--- config.mk ---
export PLATFORM = sky130hd
export DESIGN_NAME = page_ecc_gen
export DESIGN_NICKNAME = d
export VERILOG_FILES = /design/src/rtl/pecc_pkg.sv /design/src/rtl/ecc_mode_ctrl.sv /design/src/rtl/ecc_half_acc.sv /design/src/rtl/ecc_result_mux.sv /design/src/rtl/page_ecc_gen.sv
export SDC_FILE = /design/constraint.sdc
export NUM_CORES = 1
export LEC_CHECK = 0
export BUFFER_PORTS_ARGS = -buffer_cell sky130_fd_sc_hd__clkbuf_2
export CAP_MARGIN = 15
export CELL_PAD_IN_SITES_DETAIL_PLACEMENT = 0
export CELL_PAD_IN_SITES_GLOBAL_PLACEMENT = 1
export CORE_AREA = 2 2 100 102
export DETAILED_ROUTE_END_ITERATION = 10
export DIE_AREA = 0 0 102 104
export GPL_TIMING_DRIVEN = 0
export HOLD_SLACK_MARGIN = 0.02
export PLACE_DENSITY = 0.76
export SLEW_MARGIN = 15
export SYNTH_ARGS = -nofsm -noshare
export SYNTH_HDL_FRONTEND = slang
export SYNTH_SLANG_ARGS = --single-unit
--- constraint.sdc ---
create_clock -name clk_i -period 1.75 [get_ports clk_i]
set_input_delay 0.175 -clock clk_i [delete_from_list [all_inputs] [get_ports clk_i]]
set_output_delay 0.175 -clock clk_i [all_outputs]
set_load 0.05 [all_outputs]
--- src/rtl/pecc_pkg.sv ---
package pecc_pkg;
  localparam int BYTE_W  = 8;
  localparam int COL_W   = 3;
  localparam int CP_W    = 2 * COL_W;
  localparam int WORD_W  = 16;
  localparam int NWORDS  = 3;
  localparam int PTR_W   = 2;

  localparam logic [BYTE_W-1:0] MODE_IDLE = 8'h00;
  localparam logic [BYTE_W-1:0] MODE_CLR  = 8'hF4;
  localparam logic [BYTE_W-1:0] MODE_CALC = 8'hB4;
  localparam logic [BYTE_W-1:0] MODE_RES  = 8'hD4;
endpackage

--- src/rtl/ecc_mode_ctrl.sv ---
module ecc_mode_ctrl
  import pecc_pkg::*;
#(
  parameter int IDX_W = 8
) (
  input  logic                  clk_i,
  input  logic                  rst_ni,
  input  logic                  mode_wr_i,
  input  logic [BYTE_W-1:0]     mode_i,
  input  logic                  byte_vld_i,
  input  logic                  rd_i,
  output logic [BYTE_W-1:0]     mode_q_o,
  output logic                  clr_o,
  output logic                  take_o,
  output logic [IDX_W-1:0]      idx_o,
  output logic                  half_o,
  output logic [IDX_W+1:0]      cnt_o,
  output logic [PTR_W-1:0]      ptr_o
);
  localparam int CNT_W = IDX_W + 2;
  localparam logic [CNT_W-1:0] PAGE_LIM = {2'b10, {IDX_W{1'b0}}};

  logic [BYTE_W-1:0] mode_q;
  logic [CNT_W-1:0]  cnt_q;
  logic [PTR_W-1:0]  ptr_q;
  logic              clr, take, rd_adv;

  assign clr    = mode_wr_i && (mode_i == MODE_CLR);
  // judged under the mode already in force
  assign take   = (mode_q == MODE_CALC) && byte_vld_i && (cnt_q < PAGE_LIM);
  assign rd_adv = (mode_q == MODE_RES) && rd_i;

  always_ff @(posedge clk_i or negedge rst_ni) begin
    if (!rst_ni) begin
      mode_q <= MODE_IDLE;
    end else if (mode_wr_i) begin
      mode_q <= mode_i;
    end
  end

  always_ff @(posedge clk_i or negedge rst_ni) begin
    if (!rst_ni) begin
      cnt_q <= '0;
    end else if (clr) begin
      cnt_q <= '0;
    end else if (take) begin
      cnt_q <= cnt_q + CNT_W'(1);
    end
  end

  always_ff @(posedge clk_i or negedge rst_ni) begin
    if (!rst_ni) begin
      ptr_q <= '0;
    end else if (mode_wr_i) begin
      ptr_q <= '0;
    end else if (rd_adv) begin
      ptr_q <= (ptr_q == PTR_W'(NWORDS - 1)) ? '0 : ptr_q + PTR_W'(1);
    end
  end

  assign mode_q_o = mode_q;
  assign clr_o    = clr;
  assign take_o   = take;
  assign idx_o    = cnt_q[IDX_W-1:0];
  assign half_o   = cnt_q[IDX_W];
  assign cnt_o    = cnt_q;
  assign ptr_o    = ptr_q;
endmodule

--- src/rtl/ecc_half_acc.sv ---
module ecc_half_acc
  import pecc_pkg::*;
#(
  parameter int IDX_W = 8
) (
  input  logic               clk_i,
  input  logic               rst_ni,
  input  logic               clr_i,
  input  logic               take_i,
  input  logic [IDX_W-1:0]   idx_i,
  input  logic [BYTE_W-1:0]  data_i,
  output logic [2*IDX_W-1:0] lp_o,
  output logic [CP_W-1:0]    cp_o
);
  localparam int LP_W = 2 * IDX_W;

  logic [LP_W-1:0] lp_q, lp_flip;
  logic [CP_W-1:0] cp_q, cp_flip;
  logic            par;

  always_comb begin
    par     = ^data_i;
    lp_flip = '0;
    for (int k = 0; k < IDX_W; k++) begin
      if (idx_i[k]) lp_flip[2*k+1] = par;
      else          lp_flip[2*k]   = par;
    end
    cp_flip = '0;
    for (int k = 0; k < COL_W; k++) begin
      for (int j = 0; j < BYTE_W; j++) begin
        if (((j >> k) & 1) == 1) cp_flip[2*k+1] = cp_flip[2*k+1] ^ data_i[j];
        else                     cp_flip[2*k]   = cp_flip[2*k]   ^ data_i[j];
      end
    end
  end

  // held inverted: cleared state is all ones
  always_ff @(posedge clk_i or negedge rst_ni) begin
    if (!rst_ni) begin
      lp_q <= '1;
      cp_q <= '1;
    end else if (clr_i) begin
      lp_q <= '1;
      cp_q <= '1;
    end else if (take_i) begin
      lp_q <= lp_q ^ lp_flip;
      cp_q <= cp_q ^ cp_flip;
    end
  end

  assign lp_o = lp_q;
  assign cp_o = cp_q;
endmodule

--- src/rtl/ecc_result_mux.sv ---
module ecc_result_mux
  import pecc_pkg::*;
(
  input  logic [15:0]       lp_a_i,
  input  logic [CP_W-1:0]   cp_a_i,
  input  logic [15:0]       lp_b_i,
  input  logic [CP_W-1:0]   cp_b_i,
  input  logic [PTR_W-1:0]  ptr_i,
  input  logic              res_en_i,
  output logic [WORD_W-1:0] word_o
);
  logic [BYTE_W-1:0] cb_a, cb_b;

  assign cb_a = {cp_a_i, 2'b11};
  assign cb_b = {cp_b_i, 2'b11};

  always_comb begin
    word_o = '0;
    if (res_en_i) begin
      unique case (ptr_i)
        2'd0:    word_o = {lp_a_i[15:8], lp_a_i[7:0]};
        2'd1:    word_o = {lp_b_i[7:0], cb_a};
        2'd2:    word_o = {cb_b, lp_b_i[15:8]};
        default: word_o = '0;
      endcase
    end
  end
endmodule

--- src/rtl/page_ecc_gen.sv ---
module page_ecc_gen
  import pecc_pkg::*;
#(
  parameter int HALF_BYTES = 256
) (
  input  logic        clk_i,
  input  logic        rst_ni,
  input  logic        mode_wr_i,
  input  logic [7:0]  mode_i,
  input  logic        byte_vld_i,
  input  logic [7:0]  byte_i,
  input  logic        rd_i,
  output logic [15:0] rd_data_o
);
  localparam int IDX_W  = $clog2(HALF_BYTES);
  localparam int LP_W   = 2 * IDX_W;
  localparam int NHALF  = 2;

  logic [BYTE_W-1:0] mode_q;
  logic              clr, take, half;
  logic [IDX_W-1:0]  idx;
  logic [IDX_W+1:0]  byte_cnt;
  logic [PTR_W-1:0]  rd_ptr;
  logic [LP_W-1:0]   lp [NHALF];
  logic [CP_W-1:0]   cp [NHALF];

  ecc_mode_ctrl #(.IDX_W(IDX_W)) u_ctrl (
    .clk_i      (clk_i),
    .rst_ni     (rst_ni),
    .mode_wr_i  (mode_wr_i),
    .mode_i     (mode_i),
    .byte_vld_i (byte_vld_i),
    .rd_i       (rd_i),
    .mode_q_o   (mode_q),
    .clr_o      (clr),
    .take_o     (take),
    .idx_o      (idx),
    .half_o     (half),
    .cnt_o      (byte_cnt),
    .ptr_o      (rd_ptr)
  );

  for (genvar h = 0; h < NHALF; h++) begin : g_half
    logic take_h;
    assign take_h = take && (half == 1'(h));
    ecc_half_acc #(.IDX_W(IDX_W)) u_acc (
      .clk_i  (clk_i),
      .rst_ni (rst_ni),
      .clr_i  (clr),
      .take_i (take_h),
      .idx_i  (idx),
      .data_i (byte_i),
      .lp_o   (lp[h]),
      .cp_o   (cp[h])
    );
  end

  ecc_result_mux u_mux (
    .lp_a_i   (lp[0][15:0]),
    .cp_a_i   (cp[0]),
    .lp_b_i   (lp[1][15:0]),
    .cp_b_i   (cp[1]),
    .ptr_i    (rd_ptr),
    .res_en_i (mode_q == MODE_RES),
    .word_o   (rd_data_o)
  );
endmodule

==> results_dict.tcl <==
set metrics [dict create \
    status "finished, violations left" \
    violations "setup timing" \
    yosysTopAreaCellShare_pct 32.0 \
    grt_max_degree 45 \
    cp-end-kind "output pin" \
    ys.flop_type "dfstp_2" \
    setup_violations 64 \
    hpwl_mm 7.33 \
    grt_pass1_wl_mm 18.3 \
    cp-startpoint "u_ctrl.mode_q_o[0]$_DFFE_PN0P_" \
    die_x_um 102 \
    timing.rr.start "u_ctrl.mode_q_o[0]$_DFFE_PN0P_" \
    drc 0 \
    routedWlPerCell_um 19.0 \
    layout.nets 479 \
    period_needed_ns 2.15 \
    p_clk_share_pct 39.7 \
    antenna_left 0 \
    critPathArrivalTime_ns 1.98 \
    rr_worst_depth 8 \
    rrSetupSlack_ns -0.26 \
    powerDensity_nw_per_um2 821 \
    cp-endpoint "rd_data_o[5]" \
    min-delay-start "mode_i[6]" \
    drt_iter0_drc 329 \
    antenna_cells 0 \
    cp_max_fo 5 \
    numCtsBuffers 9 \
    synth.avg_cell_area_um2 9.35 \
    crit_slowest_cell "dfrtp_1" \
    vias_per_cell 5.70 \
    rsz0062_at_grt "yes" \
    grt_overflow 0 \
    io_pins 37 \
    pwr-share-comb_pct 17.8 \
    design_area_um2 5050 \
    path_cells "nor4b_4 -> and2_4 -> nand4b_1 -> buf_6 -> clkbuf_16 -> nor2_4 -> buf_8" \
    syn2layout_area_growth_pct 39.5 \
    hp-class "primary input to register" \
    peakVddDrop_mv 0.404 \
    cap_violations 0 \
    pwr-share-seq_pct 42.5 \
    reg2reg_to "g_half[1].u_acc.lp_o[11]$_DFFE_PN1P_" \
    htree_levels 3 \
    synth_most_common_cell "nor2_1" \
    cp.required_ns 1.57 \
    cts_tree "done" \
    grtUsageTotal_pct 22.6 \
    critPathKind "register to output pin" \
    cts_buffer_depth 2 \
    timing.final.ws_setup_ns -0.402 \
    path_delay_family "simple AND/OR/NAND/NOR gates" \
    clkLatencyLatePin_ns 0.35 \
    syn_nets 409 \
    path_clk_slew_ns 0.08 \
    postPlaceCellArea_um2 4100 \
    cts_sinks 64 \
    async_flop_share_pct 100 \
    synth_edf_count 0 \
    yosys_warnings 0 \
    synth_seq_area_share_pct 45.8 \
    grt_pass1_vias 3468 \
    relSlewSlack_pct 58.7 \
    swShare_pct 29.1 \
    slew_viol_final 0 \
    start_util_pct 37.9 \
    cts_root_buffer "clkbuf_8" \
    floorplan.die_area_um2 10600 \
    fp.coreArea_um2 9550 \
    tightest_slew_ns 0.619 \
    portBuffers 36 \
    min_period_over_period_pct 123 \
    fp-row-count 36 \
    start_kind "register" \
    synthTopCellsByCount "48 x nor2_1, 44 x dfstp_2, 43 x nand3_1, 25 x clkbuf_1" \
    critPathBufInv 3 \
    fp.dieH_um 104 \
    drt_wl_total_mm 11.3 \
    skew_ns 0.00898 \
    synth_area_um2 3620 \
    path_depth 7 \
    final_util_pct 52.9 \
    ys_seq_elements 64 \
    yosys.area.top_type "dfstp_2" \
    vias 3392 \
    gp_congestion 0.790 \
    ys_types 40 \
    dr.pass1.iters 5 \
    leakage_nw 2.08 \
    ys_top_cells_by_area "dfstp_2 32%, dfrtp_1 14%, nand3_1 5.9%" \
    synthCells 387 \
    final-hold-violation-count 0 \
    switchingPower_mw 1.20 \
    antenna_found_initial 0 \
    drive_gt1_share_pct 40.0 \
    p_int_mw 2.94 \
    clock.fmax_mhz 465 \
    slowest_delay_ns 0.41 \
]
kinds of logic after synthesis:
kind of cell,after synthesis,synth area share (%)
AOI/OAI and AO/OA,68,12.0
xor gates and xnor gates,24,6.22
adders and majority gates,1,0.346
buffers and inverters,41,4.53
DFF,64,45.8
muxes,20,5.77
and+or+nand+nor,169,25.4
metrics by stage:
step	worst slack [ns]	std cells	power [mW]	TNS, ns	hold slack [ns]
2_1_floorplan	-0.243	387	2.17	-3.06	-0.121
3_3_place_gp	-0.780	556	2.39	-29.83	0.416
3_5_place_dp	-0.777	557	2.42	-31.69	0.124
4_1_cts	-0.438	589	4.10	-13.00	0.0481
5_1_grt	-0.486	595	4.32	-18.03	0.0550
6_report	-0.402	595	4.14	-12.73	0.0575
worst register-to-register path: cells and delay by family, from the launching register on:
family | cells | cell delay, ns
buffers and inverters | 3 | 0.47
flip-flops | 1 | 0.41
AND/OR/NAND/NOR | 5 | 1.07
power groups by stage:
stage          combinational, mW  clock (mW)  sequential [mW]
4_1_cts                    0.681        1.66             1.76
5_1_grt                    0.816        1.72             1.78
2_1_floorplan              0.437           0             1.74
3_3_place_gp               0.622           0             1.77
6_report                   0.740        1.64             1.76
3_5_place_dp               0.643           0             1.78
per-layer routing:
metal,global-route usage (%),vias to the layer above,wire length [µm]
met1,30.1,1650,4850
met3,5.71,40,738
li1,-,1556,-
met4,9.14,0,410
met2,35.0,146,5310
met5,0,-,0
how the worst min path moves through the flow:
stage               cells past startpoint                              to  slack [ns]
global route                            2  u_ctrl.mode_q_o[2]$_DFFE_PN0P_        0.05
finish                                  3  u_ctrl.mode_q_o[6]$_DFFE_PN0P_        0.06
global placement                        3  u_ctrl.mode_q_o[6]$_DFFE_PN0P_        0.42
detailed placement                      1     u_ctrl.cnt_o[2]$_DFFE_PN0P_        0.12
CTS                                     3  u_ctrl.mode_q_o[6]$_DFFE_PN0P_        0.05
floorplan                               0     u_ctrl.cnt_o[0]$_DFFE_PN0P_       -0.12
repair_timing:
| action | 4_1_cts | 5_1_grt |
|---|---|---|
| gates cloned | 6 | 0 |
| setup endpoints to repair | 71 | 69 |
| pin swaps | 14 | 5 |
| resized for setup | 100 | 23 |
| endpoints found under the hold margin | 19 | 0 |
| setup buffers | 11 | 7 |
| hold buffers | 1 | 0 |
final cells by class:
cell class	count	area (µm²)
clock buffers	11	151
repair buffers	61	617
well taps	133	166
clock inverters	5	103
fillers	883	4500
multi-input cells	282	2030
plain buffers	31	292
flip-flops and latches	64	1660
inverters	8	30.0
cell usage in the layout (no fill, tap or decap), types with 3 or more instances in the layout:
cell and count:
dfrtp_1 20, clkbuf_1 11, a311oi_1 6, a41oi_1 4, nor2_4 11, and2_1 6, buf_6 7, nand4_1 7
nor2_1 34, a21oi_1 18, xnor2_2 3, dfstp_2 44, and3_1 3, nand2_1 6, or3_1 17, xnor2_1 19
inv_1 7, bufinv_16 3, buf_4 12, o21ai_1 13, mux2i_1 13, clkbuf_16 7, or4_1 20, clkbuf_8 22
nand3_1 40, o21ai_2 3, o31ai_1 18, buf_8 12, nor2_2 3, nand3_2 3, buf_2 6, clkbuf_2 21
mux2_2 7
sequential cells by signal (all words and copies together), names as in the netlist:
| register | cells |
|---|---|
| u_ctrl.cnt_o | 10 |
| g_half.u_acc.cp_o | 12 |
| g_half.u_acc.lp_o | 32 |
| u_ctrl.ptr_o | 2 |
| u_ctrl.mode_q_o | 8 |
Power figures use the tool's default switching activity.
